`config.mk`:
```
export PLATFORM = sky130hd
export DESIGN_NAME = qcmp_quad
export DESIGN_NICKNAME = d
export VERILOG_FILES = /design/src/rtl/qcmp_pkg.sv /design/src/rtl/qcmp_half_cmp.sv /design/src/rtl/qcmp_core.sv /design/src/rtl/qcmp_encode.sv /design/src/rtl/qcmp_quad.sv
export SDC_FILE = /design/constraint.sdc
export NUM_CORES = 1
export LEC_CHECK = 0
export BUFFER_PORTS_ARGS = -buffer_cell sky130_fd_sc_hd__buf_4
export CELL_PAD_IN_SITES_DETAIL_PLACEMENT = 0
export CELL_PAD_IN_SITES_GLOBAL_PLACEMENT = 2
export CORE_ASPECT_RATIO = 0.5
export CORE_MARGIN = 1
export CORE_UTILIZATION = 17
export DETAILED_ROUTE_END_ITERATION = 7
export PLACE_DENSITY = 0.87
export SLEW_MARGIN = 15
export SYNTH_ARGS = -nofsm -noshare
export SYNTH_HDL_FRONTEND = slang
export SYNTH_HIERARCHICAL = 1
export SYNTH_SLANG_ARGS = --single-unit
```
`constraint.sdc`:
```
create_clock -name clk -period 3.17 [get_ports clk]
set_input_delay 0.634 -clock clk [delete_from_list [all_inputs] [get_ports clk]]
set_output_delay 0.634 -clock clk [all_outputs]
set_load 0.05 [all_outputs]
```
`src/rtl/qcmp_pkg.sv`:
```
`timescale 1ns/1ps
// Package: shared operation codes and widths for the quadword comparator.
// Assumes the operand is exactly two halves of HALF_W bits each.
package qcmp_pkg;
    localparam int HALF_W    = 64;
    localparam int QUAD_W    = 2 * HALF_W;
    localparam int IDX_W     = 3;
    localparam int COND_W    = 4;
    localparam int REC_FIELD = 6;

    typedef enum logic [1:0] {
        OP_FULL = 2'd0,
        OP_EQ   = 2'd1,
        OP_GT   = 2'd2,
        OP_RSV  = 2'd3
    } qcmp_op_e;

    // Raw flags produced by the comparison datapath.
    typedef struct packed {
        logic eq;
        logic gt;
        logic lt;
    } qcmp_flags_t;
endpackage

```
`src/rtl/qcmp_half_cmp.sv`:
```
`timescale 1ns/1ps
// Module: qcmp_half_cmp
// Compares one half-width slice of the two operands. It reports equality and
// both orderings, using the signed relation when sgn is high.
// Assumes: purely combinational; the caller decides which slice is signed.
module qcmp_half_cmp #(
    parameter int HW = 64
) (
    input  logic [HW-1:0] a,
    input  logic [HW-1:0] b,
    input  logic          sgn,
    output logic          eq,
    output logic          gt,
    output logic          lt
);
    // Purpose: evaluate the slice relations in the selected number domain.
    always_comb begin
        eq = (a == b);
        if (sgn) begin
            gt = ($signed(a) > $signed(b));
            lt = ($signed(a) < $signed(b));
        end else begin
            gt = (a > b);
            lt = (a < b);
        end
    end
endmodule

```
`src/rtl/qcmp_core.sv`:
```
`timescale 1ns/1ps
// Module: qcmp_core
// Builds the full-width relations from two half comparators. The upper half
// follows the sign mode; the lower half is always unsigned.
// Assumes: combinational; a and b are QW = 2*HW bits wide.
module qcmp_core #(
    parameter int HW = 64,
    localparam int QW = 2 * HW,
    localparam int NH = 2
) (
    input  logic [QW-1:0]       a,
    input  logic [QW-1:0]       b,
    input  logic                sgn,
    output qcmp_pkg::qcmp_flags_t flags
);
    logic [NH-1:0] h_eq;
    logic [NH-1:0] h_gt;
    logic [NH-1:0] h_lt;

    // One comparator per half; index NH-1 is the sign-bearing upper half.
    for (genvar h = 0; h < NH; h++) begin : g_half
        qcmp_half_cmp #(.HW(HW)) u_cmp (
            .a   (a[h*HW +: HW]),
            .b   (b[h*HW +: HW]),
            .sgn ((h == NH-1) ? sgn : 1'b0),
            .eq  (h_eq[h]),
            .gt  (h_gt[h]),
            .lt  (h_lt[h])
        );
    end

    // Purpose: merge half relations, the upper half deciding unless tied.
    always_comb begin
        flags.eq = h_eq[1] & h_eq[0];
        flags.gt = h_gt[1] | (h_eq[1] & h_gt[0]);
        flags.lt = h_lt[1] | (h_eq[1] & h_lt[0]);
    end
endmodule

```
`src/rtl/qcmp_encode.sv`:
```
`timescale 1ns/1ps
// Module: qcmp_encode
// Turns the raw flags and the operation code into the mask bit, the
// condition nibble, its slot index and its write-enable.
// Assumes: combinational; the caller registers the results.
module qcmp_encode #(
    parameter int IW  = 3,
    parameter int REC = 6,
    localparam int CW = 4
) (
    input  logic [1:0]            op,
    input  logic                  rec,
    input  logic [IW-1:0]         idx,
    input  qcmp_pkg::qcmp_flags_t flags,
    output logic                  mask_bit,
    output logic [CW-1:0]         cval,
    output logic [IW-1:0]         cidx,
    output logic                  cwe
);
    import qcmp_pkg::*;

    // Purpose: select the result encoding for each operation form.
    always_comb begin
        mask_bit = 1'b0;
        cval     = '0;
        cidx     = IW'(REC);
        cwe      = 1'b0;
        case (qcmp_op_e'(op))
            OP_FULL: begin
                cval = {flags.lt, flags.gt, flags.eq, 1'b0};
                cidx = idx;
                cwe  = 1'b1;
            end
            OP_EQ: begin
                mask_bit = flags.eq;
                cval     = {2'b00, flags.eq, 1'b0};
                cwe      = rec;
            end
            OP_GT: begin
                mask_bit = flags.gt;
                cval     = {1'b0, flags.gt, 2'b00};
                cwe      = rec;
            end
            default: begin
                cwe = 1'b0;
            end
        endcase
    end
endmodule

```
`src/rtl/qcmp_quad.sv`:
```
`timescale 1ns/1ps
// Module: qcmp_quad (top)
// Quadword integer comparator with one register stage. A request that is
// accepted on in_valid is answered on the next clock with out_valid.
// Assumes: synchronous active-low reset; the consumer owns condition storage.
module qcmp_quad #(
    parameter int HALF_W    = qcmp_pkg::HALF_W,
    parameter int IDX_W     = qcmp_pkg::IDX_W,
    parameter int REC_FIELD = qcmp_pkg::REC_FIELD,
    localparam int W        = 2 * HALF_W
) (
    input  logic             clk,
    input  logic             rst_n,
    input  logic             in_valid,
    input  logic [W-1:0]     op_a,
    input  logic [W-1:0]     op_b,
    input  logic [1:0]       op_sel,
    input  logic             is_signed,
    input  logic             rec_en,
    input  logic [IDX_W-1:0] fld_idx,
    output logic             out_valid,
    output logic [W-1:0]     vec_res,
    output logic [3:0]       cond_val,
    output logic [IDX_W-1:0] cond_idx,
    output logic             cond_we
);
    qcmp_pkg::qcmp_flags_t flags;
    logic                  mask_bit;
    logic [3:0]            cval_d;
    logic [IDX_W-1:0]      cidx_d;
    logic                  cwe_d;

    qcmp_core #(.HW(HALF_W)) u_core (
        .a     (op_a),
        .b     (op_b),
        .sgn   (is_signed),
        .flags (flags)
    );

    qcmp_encode #(.IW(IDX_W), .REC(REC_FIELD)) u_enc (
        .op       (op_sel),
        .rec      (rec_en),
        .idx      (fld_idx),
        .flags    (flags),
        .mask_bit (mask_bit),
        .cval     (cval_d),
        .cidx     (cidx_d),
        .cwe      (cwe_d)
    );

    // Purpose: register the strobes, qualifying the write-enable by valid.
    always_ff @(posedge clk) begin
        if (!rst_n) begin
            out_valid <= 1'b0;
            cond_we   <= 1'b0;
        end else begin
            out_valid <= in_valid;
            cond_we   <= in_valid & cwe_d;
        end
    end

    // Purpose: capture result data only on accepted requests.
    always_ff @(posedge clk) begin
        if (!rst_n) begin
            vec_res  <= '0;
            cond_val <= '0;
            cond_idx <= '0;
        end else if (in_valid) begin
            vec_res  <= {W{mask_bit}};
            cond_val <= cval_d;
            cond_idx <= cidx_d;
        end
    end
endmodule

```
Yosys cells after proc, flatten, opt, wreduce, memory -nomap -nowiden --
Cells that the tools add are included.
Operators by class: magnitude comparators 6, eq/ne operators 4, muxes and demuxes 6, bitwise logic cells 6, reduce and logical (&&, ||, !) cells 2
Operators with widths (number):
- $gt 64x64->1 | 3
- $lt 64x64->1 | 3
- $eq 64x64->1 | 2
- $pmux 4 s3 | 1
- $and 1x1->1 | 4
- $pmux 1 s2 | 2
- $mux 3 | 1
- $eq 2x1->1 const B | 1
- $eq 2x2->1 const B | 1
- $logic_not 2->1 | 1
- $mux 1 | 2
- $or 1x1->1 | 2
- $reduce_or 2->1 | 1
Storage, ports and cells: register bits after elaboration 10, input bits 266, output and inout bits 137, logic and storage cells 29

Logic depth before layout (Yosys ltp) --
depth in word-level cells 4, gate-level depth with buffers 14, gate-level depth less buffers 14

Hierarchy --
Netlist, hierarchy kept.
By module, submodules not included:
- qcmp_half_cmp (u_core.g_half[0].u_cmp) | instances 1, cells an instance 237, area an instance 1709.1 sq um, seq. area each 0.0 sq um
- qcmp_half_cmp (u_core.g_half[1].u_cmp) | instances 1, cells an instance 242, area an instance 1691.6 sq um, seq. area each 0.0 sq um
- qcmp_quad | instances 1, cells an instance 156, area an instance 1310.0 sq um, seq. area each 200.2 sq um
- qcmp_encode | instances 1, cells an instance 19, area an instance 141.4 sq um, seq. area each 0.0 sq um
- qcmp_core | instances 1, cells an instance 4, area an instance 25.0 sq um, seq. area each 0.0 sq um

Worst setup path after synthesis --
No wires, ideal clock.
path type register to output, start point register, netlist name vec_res[0], end point output vec_res[100], data arrival time 3.187 ns, data required time 2.536 ns, slack -0.651 ns, cell stages (with the launch flop) 2, cells stage by stage dfxtp_1 buf_4
RTL lines:
- end, declared | RTL line qcmp_quad.sv:22 | output logic [W-1:0] vec_res,
No word-level cell between the ends.

==> impl_metrics.toml <==
[outcome]
status = "completed"

[clocking]
clock_path_buffers = 2
cts_tree = "built"
holdBufCountCts = 0
cts_root_buf = "clkbuf_16"
htree_levels = 1
cts.sink_count = 10
cts_made_buffers = 3
post_cts_buffers = 0
cts_repair_resize_count = 0
insertion_delay_ns = 0.23
clk_pin_slew_ns = 0.04

[sta]
rsz0062_at_grt = "true"
finalMaxSlewViolations = 0
min_period_over_period = 0.948
fin_crit_ns = 3.01
setup_tns_ns = 0
hold_viol = 0
setup_viol = 0
max_freq_mhz = 333
holdWs_ns = 0.522
clock_skew_ns = 0

[setup_path]
critPathRequiredTime_ns = 3.30
worstSetupStartpointType = "input pin"
crit_top_cell = "nor2b_1"
crit_chain = "buf_4 -> ha_1 -> nand4_2 -> or4_1 -> or4b_4 -> nor4_4 -> nor3b_1 -> a21o_1 -> a22oi_1 -> nor2b_1 -> mux2i_1 -> nor2b_1"
crit_path_end_kind = "flop"
worstPathMaxFanout = 3
crit_type = "input pin to flop"
worstPathArrival_ns = 3.13
critPathMaxStageDelay_ns = 0.56
crit_slowest_cell = "or4_1"

[die]
initial_core_util = 0.175
die_area_um2 = 29400
die_w_um = 242
core_area_um2 = 27900
ios = 403
die_y_um = 122
rows = 43

[hold_path]
min_path_type = "flop to flop"

[global_route]
grt_pass1_wl_um = 25500
gr-usage-all-layers = 0.110
met2_usage = 0.221
use_met1 = 0.124
globalRouteOverflowTotal = 0
antenna_found_initial = 0
grt_pass1_vias = 5103
grt_busiest_layer = "met2"
grt_max_degree = 130
use_met3 = 0.0119

[pwr]
p_clk_frac = 0.175
ir_drop_uv = 138
p_int_uw = 776
p_comb_frac = 0.719
p_sw_frac = 0.407
p_total_uw = 1310
seqPwrFrac = 0.106
power.leakage_uw = 0.00456
p_per_area_nw_per_um2 = 169
p_sw_uw = 533

[placed_design]
place_congestion = 0.838
port_buffers = 402
place_hpwl_um = 16700
place_inst = 1344

[logic_synthesis]
yosys-top-cells-area = "ha_1 (34%), buf_4 (20%), inv_1 (10%), a21oi_1 (5.5%), dfxtp_1 (4.1%)"
synth_nets = 1056
yosys.cell_types.count = 45
netlist.top_cell.by_area = "ha_1"
ys_seq_elements = 10
async_flop_share = 0
synth_cells = 658
synth_top_area_frac = 0.339
ys.warnings.count = 6
syn_area_um2 = 4880
synth_edf_count = 0
synth_ff_type = "dfxtp_1"
seq_area_frac_synth = 0.0410
avgSynthCellArea_um2 = 7.41

[drt]
via_count = 5247
wire_per_inst_um = 13.2
routed_via_density = 3.89
dr.pass1.iters = 5
totalWireLength_um = 17800
dr.first_iter.drc_count = 132
postRouteAntennaNets = 0
drcViolationCount = 0

[final_layout]
fin_nets = 1366
final_util = 0.278
instances_no_fill = 1349
fillCellCount = 3085
antennaDiodeCount = 0
syn_to_final_growth_pct = 59.2
drive_gt1_frac = 0.474

[flow_run]
cap_violations = 0
[metal layers]
metal | wire [um] | up-vias
li1 | - | 2727
met1 | 7060 | 2399
met2 | 9960 | 103
met3 | 423 | 18
met4 | 349 | 0
met5 | 0 | -
[layout by cell type (no fill, tap or decap), types with 4 or more instances in the layout]
cell,netlist,final
buf_4,128,433
ha_1,132,132
a21oi_1,54,54
dfxtp_1,10,9
nor2b_1,12,12
nand4_2,4,4
and2_1,4,4
nand2_1,38,38
nor3_1,8,8
mux2i_1,9,9
a21o_1,7,7
nand3_1,13,13
nor2_1,8,8
inv_1,133,133
o211ai_1,4,4
o21ai_0,14,14
o21ai_1,4,4
nand2b_1,5,5
nand4_1,21,21
a221oi_1,8,8
and4_1,6,6
[cell usage after synthesis (2+ instances only)]
library cell and number:
a21o_1 7, a21oi_1 54, a221oi_1 8, a22oi_1 2
a2bb2oi_1 2, and2_1 4, and2_2 3, and4_1 6
buf_4 128, conb_1 2, dfxtp_1 10, ha_1 132
inv_1 133, mux2i_1 9, nand2_1 38, nand2b_1 5
nand3_1 13, nand4_1 21, nand4_2 4, nor2_1 8
nor2b_1 12, nor3_1 8, nor4_1 2, nor4_2 2
o211ai_1 4, o21a_1 3, o21ai_0 14, o21ai_1 4
o22ai_1 2, or4_1 2, or4_4 2
[state kept, by name, summed over array words and instances (netlist names)]
name	cells
cond_val	4
cond_we	1
out_valid	1
vec_res	1
cond_idx	3
[area by class of cell]
class | instances | area, um^2 | area share
repair buffers | 434 | 3280 | 0.422
multi-input cells | 386 | 3230 | 0.416
inverters | 133 | 499 | 0.0643
well taps | 382 | 478 | 0.0616
flip-flops and latches | 10 | 204 | 0.0263
clock buffers | 4 | 78.8 | 0.0102
[logic make-up (layout without fill, tap and decap cells)]
kind of cell    count (synthesis)  count (layout)  synth area share
compound gates                105             105             0.129
xor+xnor                        1               1           0.00180
fa+ha+maj                     132             132             0.339
buf+inv                       262             571             0.302
flops                          10              10            0.0410
mux                             9               9            0.0185
other cells                     2               2           0.00154
simple gates                  137             137             0.168
[metrics by stage]
step | cell area (um^2) | setup slack (ns)
2_1_floorplan | 4880 | 0.0918
3_3_place_gp | 7640 | -0.123
3_5_place_dp | 7640 | -0.134
4_1_cts | 7720 | 0.114
5_1_grt | 7760 | -0.00358
6_report | 7760 | 0.164
[worst paths after layout]
kind / slack [ns] / startpoint / end / cells past startpoint
setup / recovery: 0.16 / op_a[110] / vec_res[0]$_SDFFE_PN0P_ / 12
hold / removal: 0.52 / cond_val[2]$_SDFFE_PN0P_ / cond_val[2]$_SDFFE_PN0P_ / 2
setup reg to reg: 2.31 / vec_res[0]$_SDFFE_PN0P_ / vec_res[0]$_SDFFE_PN0P_ / 2
hold reg to reg: 0.52 / cond_val[2]$_SDFFE_PN0P_ / cond_val[2]$_SDFFE_PN0P_ / 2
[power groups by stage]
stage	clock network [uW]	registers [uW]	logic, uW
final	230	138	942
after global routing	241	139	1040
after CTS	235	144	942
after detailed placement	0	146	939
after global placement	0	145	924
after floorplan	0	163	509
[critical path: cells and delay by family]
family | cells | cell delay (ns)
and+or+nand+nor | 7 | 1.60
AOI/OAI and AO/OA | 2 | 0.33
buffers and inverters | 1 | 0.11
muxes | 1 | 0.14
adders and majority gates | 1 | 0.33
Note: power is estimated with default switching activity, not from simulation.
